**src/rtl/dtu_pkg.sv**
```systemverilog
package dtu_pkg;

    localparam logic [3:0] M_A_ONLY     = 4'd0;
    localparam logic [3:0] M_A_OR_B     = 4'd1;
    localparam logic [3:0] M_A_THEN_B   = 4'd2;
    localparam logic [3:0] M_A_DATA     = 4'd3;
    localparam logic [3:0] M_A_NDATA    = 4'd4;
    localparam logic [3:0] M_EVT_B      = 4'd5;
    localparam logic [3:0] M_A_THEN_EVT = 4'd6;
    localparam logic [3:0] M_IN_RANGE   = 4'd7;
    localparam logic [3:0] M_OUT_RANGE  = 4'd8;

    localparam int CTRL_W = 11;

    typedef enum logic [1:0] {
        ST_IDLE  = 2'd0,
        ST_ARMED = 2'd1,
        ST_GOT_A = 2'd2
    } trig_state_e;

    typedef struct packed {
        logic [1:0] rwq_b;
        logic [1:0] rwq_a;
        logic       tag;
        logic       cont;
        logic       arm;
        logic [3:0] mode;
    } ctrl_t;

    function automatic logic rw_ok(input logic [1:0] q, input logic rw);
        unique case (q)
            2'd1:    rw_ok = rw;
            2'd2:    rw_ok = !rw;
            default: rw_ok = 1'b1;
        endcase
    endfunction

endpackage

```
**src/rtl/dtu_cmp.sv**
```systemverilog
module dtu_cmp
    import dtu_pkg::*;
#(
    parameter int ADDR_W = 16,
    parameter int DATA_W = 8
) (
    input  logic              valid,
    input  logic [ADDR_W-1:0] addr,
    input  logic [DATA_W-1:0] data,
    input  logic              rw,
    input  logic              fetch,
    input  logic              tag_sel,
    input  logic [ADDR_W-1:0] ref_a,
    input  logic [ADDR_W-1:0] ref_b,
    input  logic [1:0]        rwq_a,
    input  logic [1:0]        rwq_b,
    output logic              hit_a,
    output logic              hit_b,
    output logic              data_eq,
    output logic              in_rng,
    output logic              out_rng
);
    logic [1:0]              qual;
    logic [1:0]              eq;
    logic [1:0][ADDR_W-1:0]  refs;
    logic [1:0][1:0]         quals;
    logic                    acc_ok;

    assign refs   = {ref_b, ref_a};
    assign quals  = {rwq_b, rwq_a};
    assign acc_ok = valid && (!tag_sel || fetch);

    for (genvar i = 0; i < 2; i++) begin : g_chan
        assign qual[i] = acc_ok && rw_ok(quals[i], rw);
        assign eq[i]   = qual[i] && (addr == refs[i]);
    end

    assign hit_a   = eq[0];
    assign hit_b   = eq[1];
    assign data_eq = (data == ref_b[DATA_W-1:0]);
    assign in_rng  = qual[0] && (addr >= ref_a) && (addr <= ref_b);
    assign out_rng = qual[0] && ((addr < ref_a) || (addr > ref_b));
endmodule

```
**src/rtl/dtu_capfifo.sv**
```systemverilog
module dtu_capfifo #(
    parameter int W     = 16,
    parameter int DEPTH = 8,
    localparam int PW   = $clog2(DEPTH),
    localparam int CW   = $clog2(DEPTH + 1)
) (
    input  logic          clk,
    input  logic          rst_n,
    input  logic          push,
    input  logic [W-1:0]  push_data,
    input  logic          pop,
    input  logic          clr_ovf,
    output logic [W-1:0]  head,
    output logic [CW-1:0] count,
    output logic          ovf
);
    logic [W-1:0]  mem [DEPTH];
    logic [PW-1:0] wr_ptr, rd_ptr;
    logic          do_pop, do_push;

    assign do_pop  = pop && (count != '0);
    assign do_push = push && ((count != CW'(DEPTH)) || do_pop);
    assign head    = mem[rd_ptr];

    always_ff @(posedge clk) begin
        if (do_push) mem[wr_ptr] <= push_data;
    end

    always_ff @(posedge clk or negedge rst_n) begin
        if (!rst_n) begin
            wr_ptr <= '0;
            rd_ptr <= '0;
            count  <= '0;
            ovf    <= 1'b0;
        end else begin
            if (do_push) wr_ptr <= (wr_ptr == PW'(DEPTH - 1)) ? '0 : wr_ptr + 1'b1;
            if (do_pop)  rd_ptr <= (rd_ptr == PW'(DEPTH - 1)) ? '0 : rd_ptr + 1'b1;
            count <= count + CW'(do_push) - CW'(do_pop);
            if (push && !do_push) ovf <= 1'b1;
            else if (clr_ovf)     ovf <= 1'b0;
        end
    end
endmodule

```
**src/rtl/dbg_trigger_unit.sv**
```systemverilog
module dbg_trigger_unit
    import dtu_pkg::*;
#(
    parameter int ADDR_W     = 16,
    parameter int DATA_W     = 8,
    parameter int FIFO_DEPTH = 8,
    localparam int CNT_W     = $clog2(FIFO_DEPTH + 1)
) (
    input  logic              clk,
    input  logic              rst_n,
    input  logic              bus_valid,
    input  logic [ADDR_W-1:0] bus_addr,
    input  logic [DATA_W-1:0] bus_data,
    input  logic              bus_rw,
    input  logic              bus_cof,
    input  logic              bus_fetch,
    input  logic              exec_go,
    input  logic              exec_flush,
    input  logic              cfg_we,
    input  logic [1:0]        cfg_sel,
    input  logic [ADDR_W-1:0] cfg_wdata,
    input  logic              cap_pop,
    output logic [ADDR_W-1:0] cap_data,
    output logic [CNT_W-1:0]  cap_count,
    output logic              cap_ovf,
    output logic              armed,
    output logic              brk_force,
    output logic              brk_tag
);
    trig_state_e       state_q, state_d;
    ctrl_t             ctrl_q;
    logic [ADDR_W-1:0] ref_a_q, ref_b_q;
    logic              hit_a, hit_b, data_eq, in_rng, out_rng;
    logic              fire, evt_mode, ctrl_wr, push;
    logic              tag_pend;
    logic [ADDR_W-1:0] push_data;

    assign ctrl_wr  = cfg_we && (cfg_sel == 2'd2);
    assign evt_mode = (ctrl_q.mode == M_EVT_B) || (ctrl_q.mode == M_A_THEN_EVT);

    always_ff @(posedge clk or negedge rst_n) begin
        if (!rst_n) begin
            ref_a_q <= '0;
            ref_b_q <= '0;
            ctrl_q  <= '0;
        end else if (cfg_we) begin
            unique case (cfg_sel)
                2'd0:    ref_a_q <= cfg_wdata;
                2'd1:    ref_b_q <= cfg_wdata;
                2'd2:    ctrl_q  <= ctrl_t'(cfg_wdata[CTRL_W-1:0]);
                default: ;
            endcase
        end
    end

    dtu_cmp #(.ADDR_W(ADDR_W), .DATA_W(DATA_W)) u_cmp (
        .valid   (bus_valid),
        .addr    (bus_addr),
        .data    (bus_data),
        .rw      (bus_rw),
        .fetch   (bus_fetch),
        .tag_sel (ctrl_q.tag),
        .ref_a   (ref_a_q),
        .ref_b   (ref_b_q),
        .rwq_a   (ctrl_q.rwq_a),
        .rwq_b   (ctrl_q.rwq_b),
        .hit_a   (hit_a),
        .hit_b   (hit_b),
        .data_eq (data_eq),
        .in_rng  (in_rng),
        .out_rng (out_rng)
    );

    // Next-state and trigger decision
    always_comb begin
        state_d = state_q;
        fire    = 1'b0;
        unique case (state_q)
            ST_IDLE: ;
            ST_ARMED: begin
                unique case (ctrl_q.mode)
                    M_A_ONLY:     fire = hit_a;
                    M_A_OR_B:     fire = hit_a || hit_b;
                    M_A_THEN_B,
                    M_A_THEN_EVT: if (hit_a) state_d = ST_GOT_A;
                    M_A_DATA:     fire = hit_a && data_eq;
                    M_A_NDATA:    fire = hit_a && !data_eq;
                    M_EVT_B:      fire = hit_b;
                    M_IN_RANGE:   fire = in_rng;
                    M_OUT_RANGE:  fire = out_rng;
                    default:      fire = 1'b0;
                endcase
            end
            ST_GOT_A: begin
                if ((ctrl_q.mode == M_A_THEN_B) || (ctrl_q.mode == M_A_THEN_EVT))
                    fire = hit_b;
            end
            default: state_d = ST_IDLE;
        endcase
        if (fire) begin
            if (!ctrl_q.cont)                     state_d = ST_IDLE;
            else if (ctrl_q.mode == M_A_THEN_EVT) state_d = ST_GOT_A;
            else                                  state_d = ST_ARMED;
        end
        if (ctrl_wr) state_d = cfg_wdata[4] ? ST_ARMED : ST_IDLE;
    end

    always_ff @(posedge clk or negedge rst_n) begin
        if (!rst_n) state_q <= ST_IDLE;
        else        state_q <= state_d;
    end

    // Output process: breakpoint requests
    always_ff @(posedge clk or negedge rst_n) begin
        if (!rst_n) begin
            brk_force <= 1'b0;
            brk_tag   <= 1'b0;
            tag_pend  <= 1'b0;
        end else begin
            brk_force <= fire && !ctrl_q.tag;
            brk_tag   <= tag_pend && exec_go;
            if (ctrl_wr || exec_go || exec_flush) tag_pend <= 1'b0;
            else if (fire && ctrl_q.tag)          tag_pend <= 1'b1;
        end
    end

    assign armed     = (state_q != ST_IDLE);
    assign push      = evt_mode ? fire : (armed && bus_valid && bus_cof);
    assign push_data = evt_mode ? ADDR_W'(bus_data) : bus_addr;

    dtu_capfifo #(.W(ADDR_W), .DEPTH(FIFO_DEPTH)) u_fifo (
        .clk       (clk),
        .rst_n     (rst_n),
        .push      (push),
        .push_data (push_data),
        .pop       (cap_pop),
        .clr_ovf   (ctrl_wr && cfg_wdata[4]),
        .head      (cap_data),
        .count     (cap_count),
        .ovf       (cap_ovf)
    );
endmodule

```
**config.mk**
```make
export PLATFORM = sky130hd
export DESIGN_NAME = dbg_trigger_unit
export DESIGN_NICKNAME = d
export VERILOG_FILES = /design/src/rtl/dtu_pkg.sv /design/src/rtl/dtu_cmp.sv /design/src/rtl/dtu_capfifo.sv /design/src/rtl/dbg_trigger_unit.sv
export SDC_FILE = /design/constraint.sdc
export NUM_CORES = 1
export LEC_CHECK = 0
export CAP_MARGIN = 20
export CORE_ASPECT_RATIO = 0.75
export CORE_MARGIN = 3
export CORE_UTILIZATION = 35
export DETAILED_ROUTE_END_ITERATION = 8
export GPL_ROUTABILITY_DRIVEN = 0
export GPL_TIMING_DRIVEN = 0
export HOLD_SLACK_MARGIN = 0.15
export SLEW_MARGIN = 20
export SYNTH_ARGS = -nofsm -noshare
export SYNTH_HDL_FRONTEND = slang
export SYNTH_SLANG_ARGS = --single-unit
export TNS_END_PERCENT = 1
```
**constraint.sdc**
```tcl
create_clock -name clk -period 11.9 [get_ports clk]
set_clock_uncertainty 0.1 [all_clocks]
set_input_delay 1.785 -clock clk [delete_from_list [all_inputs] [get_ports clk]]
set_output_delay 1.785 -clock clk [all_outputs]
set_load 0.02 [all_outputs]
```
==> insert_results.sql <==
INSERT INTO impl_metrics (metric_group, metric, value, unit) VALUES
('clock_network', 'postCtsHoldBufs', '0', ''),
('critical_path', 'r2r_slack', '7.83', 'ns'),
('critical_path', 'worstReg2RegStart', 'ref_a_q[10]', ''),
('clock_network', 'clk_transition_reported_paths', '0.07', 'ns'),
('sta', 'timing_max_transition_violations_final', '0', ''),
('critical_path', 'worst-path-buf-inv', '5', ''),
('synthesis', 'synthesis.instances', '572', ''),
('critical_path', 'critical_path_peak_fanout', '10', ''),
('route', 'number_of_vias_in_the_routed_layout', '5189', ''),
('synthesis', 'synth_top_flop_cell', 'edfxtp_1', ''),
('die', 'fp.coreArea', '24200', 'um^2'),
('route', 'drc', '0', ''),
('critical_path', 'cp-startpoint', 'bus_addr[10]', ''),
('clock_network', 'max-clock-path-buffers', '2', ''),
('sta', 'max_freq', '178', 'MHz'),
('clock_network', 'cts_post_setup_buffers_inserted', '0', ''),
('route', 'wl_per_cell', '19.9', 'um'),
('power', 'static-leakage-power', '0.00400', 'uW'),
('sta', 'hold_viol', '0', ''),
('placed_design', 'buffer_ports.inserted', '75', ''),
('flow_run', 'drv.max_cap_violation_count', '0', ''),
('sta', 'timing.final.setup_violations', '0', ''),
('critical_path', 'path_cells', 'clkdlybuf4s50_1, ha_1, and3_1, nand4_1, nor2_1, nand3b_1, o21ai_2, o211ai_2, buf_2, nor4b_2, buf_4, buf_2, buf_2', ''),
('power', 'finalPower', '2200', 'uW'),
('layout', 'antenna_cells', '0', ''),
('synthesis', 'post_synth_num_cell_types', '52', ''),
('power', 'power.density_cell_area', '207', 'nW/um^2'),
('global_route', 'grt_start_max_net_pins', '36', ''),
('die', 'initial_utilization', '0.358', ''),
('global_route', 'antenna_found_initial', '0', ''),
('sta', 'grt_setup_unrepaired', 'no', ''),
('layout', 'final_layout_size_suffix_gt1_frac', '0.227', ''),
('sta', 'actual_transition_at_the_worst_max_transition_pin', '0.919', 'ns'),
('layout', 'commonest_non_fill_non_tap_cells_in_the_layout', 'edfxtp_1 (128), clkdlybuf4s50_1 (74), dfrtp_1 (58)', ''),
('power', 'vdd.ir_drop.worst', '0.118', 'mV'),
('clock_network', 'cts_root_buf', 'clkbuf_16', ''),
('synthesis', 'synth_area_per_cell', '15.1', 'um^2'),
('global_route', 'first_global_vias', '5377', ''),
('synthesis', 'combined_area_of_all_synthesized_cells', '8660', 'um^2'),
('clock_network', 'cts.sinks', '186', ''),
('die', 'die_area', '26700', 'um^2'),
('die', 'fp.dieH', '142', 'um'),
('sta', 'min_period_over_period', '0.472', ''),
('hold_path', 'min-delay-path-class', 'register to register', ''),
('clock_network', 'cts_max_level', '4', ''),
('synthesis', 'synth-edff-count', '128', ''),
('critical_path', 'critical_path_max_stage_delay', '0.67', 'ns'),
('route', 'totalWireLength', '20.4', 'mm'),
('global_route', 'grt_overflow', '0', ''),
('layout', 'final_net_count', '786', ''),
('synthesis', 'number_of_flip_flops_and_latches_in_the_synthesized_netlist', '186', ''),
('critical_path', 'crit_path_frequent_cell', 'buf_2', ''),
('sta', 'tns', '0', 'ns'),
('route', 'drt-vias-per-instance', '5.05', ''),
('critical_path', 'cp_top_family', 'simple AND/OR/NAND/NOR gates', ''),
('critical_path', 'worst_ep_required_time', '11.94', 'ns'),
('clock_network', 'tritoncts', 'yes', ''),
('route', 'first_pass_iters', '5', ''),
('outcome', 'outcome', 'finished, final reports clean', ''),
('route', 'initialDrtViolationCount', '330', ''),
('critical_path', 'crit_path_top_delay_cell', 'nor4b_2', ''),
('critical_path', 'timing.reg2reg.worst_path_depth', '13', ''),
('critical_path', 'path_depth', '13', ''),
('clock_network', 'ctsResizeCount', '0', ''),
('synthesis', 'async_set_or_reset_register_ratio_after_synthesis', '0.312', ''),
('layout', 'layout.cells.most_common', 'edfxtp_1', ''),
('synthesis', 'synthesis.yosys.warnings', '0', ''),
('critical_path', 'critical_path.endpoint_type', 'register', ''),
('layout', 'layout-area-overhead-vs-synth', '22.8', '%'),
('critical_path', 'regToRegEndpoint', 'u_fifo.mem[2][2]', ''),
('sta', 'final.min_clock_period', '5.61', 'ns');
layer usage:
| metal | track usage | wire length (um) | vias to the layer above |
|---|---|---|---|
| met5 | 0 | 0 | - |
| met4 | 0.0363 | 176 | 0 |
| met3 | 0.0335 | 931 | 15 |
| met2 | 0.245 | 9300 | 112 |
| met1 | 0.231 | 10000 | 2669 |
| li1 | - | - | 2393 |
power breakdown:
| part | switching (uW) | total (uW) | internal [uW] |
|---|---|---|---|
| Sequential | 38.0 | 825 | 787 |
| Combinational | 409 | 786 | 377 |
| Clock | 267 | 588 | 322 |
registers in the layout (all words and copies together), names as in the netlist:
signal	flops
ref_a_q	16
brk_force	1
u_fifo.rd_ptr	3
u_fifo.count	4
u_fifo.wr_ptr	3
state_q	2
brk_tag	1
tag_pend	1
ref_b_q	16
ctrl_q	10
u_fifo.ovf	1
u_fifo.mem	128
synthesized netlist by cell type (all sizes together) (2+ instances only):
| cell type | number | share of area |
|---|---|---|
| nor4b | 6 | 0.0068 |
| nand3b | 5 | 0.0043 |
| clkbuf | 13 | 0.0056 |
| a21o | 7 | 0.0061 |
| nand4 | 9 | 0.0065 |
| nand3 | 9 | 0.0052 |
| mux2 | 55 | 0.072 |
| nand2 | 30 | 0.013 |
| xor2 | 2 | 0.0020 |
| o21ai | 26 | 0.016 |
| buf | 7 | 0.0035 |
| and2 | 11 | 0.0080 |
| inv | 48 | 0.021 |
| nor4 | 3 | 0.0022 |
| xnor2 | 8 | 0.0081 |
| mux4 | 32 | 0.083 |
| edfxtp | 128 | 0.44 |
| nor4bb | 2 | 0.0023 |
| nor3 | 4 | 0.0023 |
| and3 | 2 | 0.0014 |
| a21oi | 11 | 0.0068 |
| nor2b | 6 | 0.0052 |
| nor2 | 12 | 0.0052 |
| a221o | 2 | 0.0023 |
| or3 | 2 | 0.0014 |
| o211ai | 6 | 0.0058 |
| dfrtp | 58 | 0.17 |
| o21a | 2 | 0.0017 |
| ha | 49 | 0.071 |
| a211oi | 3 | 0.0026 |
worst min-delay path by stage:
stage	from	to	slack (ns)	cells after the start
2_1_floorplan	ctrl_q[6]	brk_force	0.34	1
4_1_cts	ctrl_q[6]	brk_force	0.39	1
3_5_place_dp	ctrl_q[6]	brk_force	0.38	1
3_3_place_gp	tag_pend	brk_tag	0.37	1
5_1_grt	ctrl_q[6]	brk_force	0.41	1
6_report	ctrl_q[6]	brk_force	0.39	1
worst register-to-register path: stages, from the launching register on:
cell and delay [ns]:
dfrtp_1 0.33, inv_1 0.05, ha_1 0.29, and3_1 0.24, nand4_1 0.19, nor2_1 0.28
nand3b_1 0.18, o21ai_2 0.26, o211ai_2 0.18, buf_2 0.28, nor4b_2 0.68, buf_4 0.27
buf_2 0.23, buf_2 0.22
stage by stage:
| stage | util | hold slack [ns] | instance area, um^2 | setup WS [ns] | cells |
|---|---|---|---|---|---|
| 3_5_place_dp | 0.414 | 0.383 | 10000 | 5.87 | 996 |
| 4_1_cts | 0.440 | 0.393 | 10600 | 6.29 | 1028 |
| 6_report | 0.440 | 0.392 | 10600 | 6.29 | 1028 |
| 2_1_floorplan | - | 0.342 | 8660 | 6.42 | 572 |
| 5_1_grt | 0.440 | 0.408 | 10600 | 5.95 | 1028 |
| 3_3_place_gp | 0.407 | 0.373 | 9820 | 3.44 | 978 |
area by class of cell:
cell class / instances / area [um^2]
buffer: 20 / 78.8
clock buffer: 17 / 425
clock inverter: 15 / 194
fill: 2197 / 13500
inverter: 48 / 180
multi-input combinational: 318 / 3150
sequential: 186 / 5300
tap: 331 / 414
timing repair buffer: 93 / 887
cells by family after synthesis:
family          count (synthesis)  synth area share
xor+xnor                       10            0.0101
fa+ha+maj                      50            0.0731
mux                            88             0.156
buf+inv                        68            0.0299
flops                         186             0.612
compound gates                 63            0.0491
simple gates                  107            0.0700
Note: power is estimated with default switching activity, not from simulation.
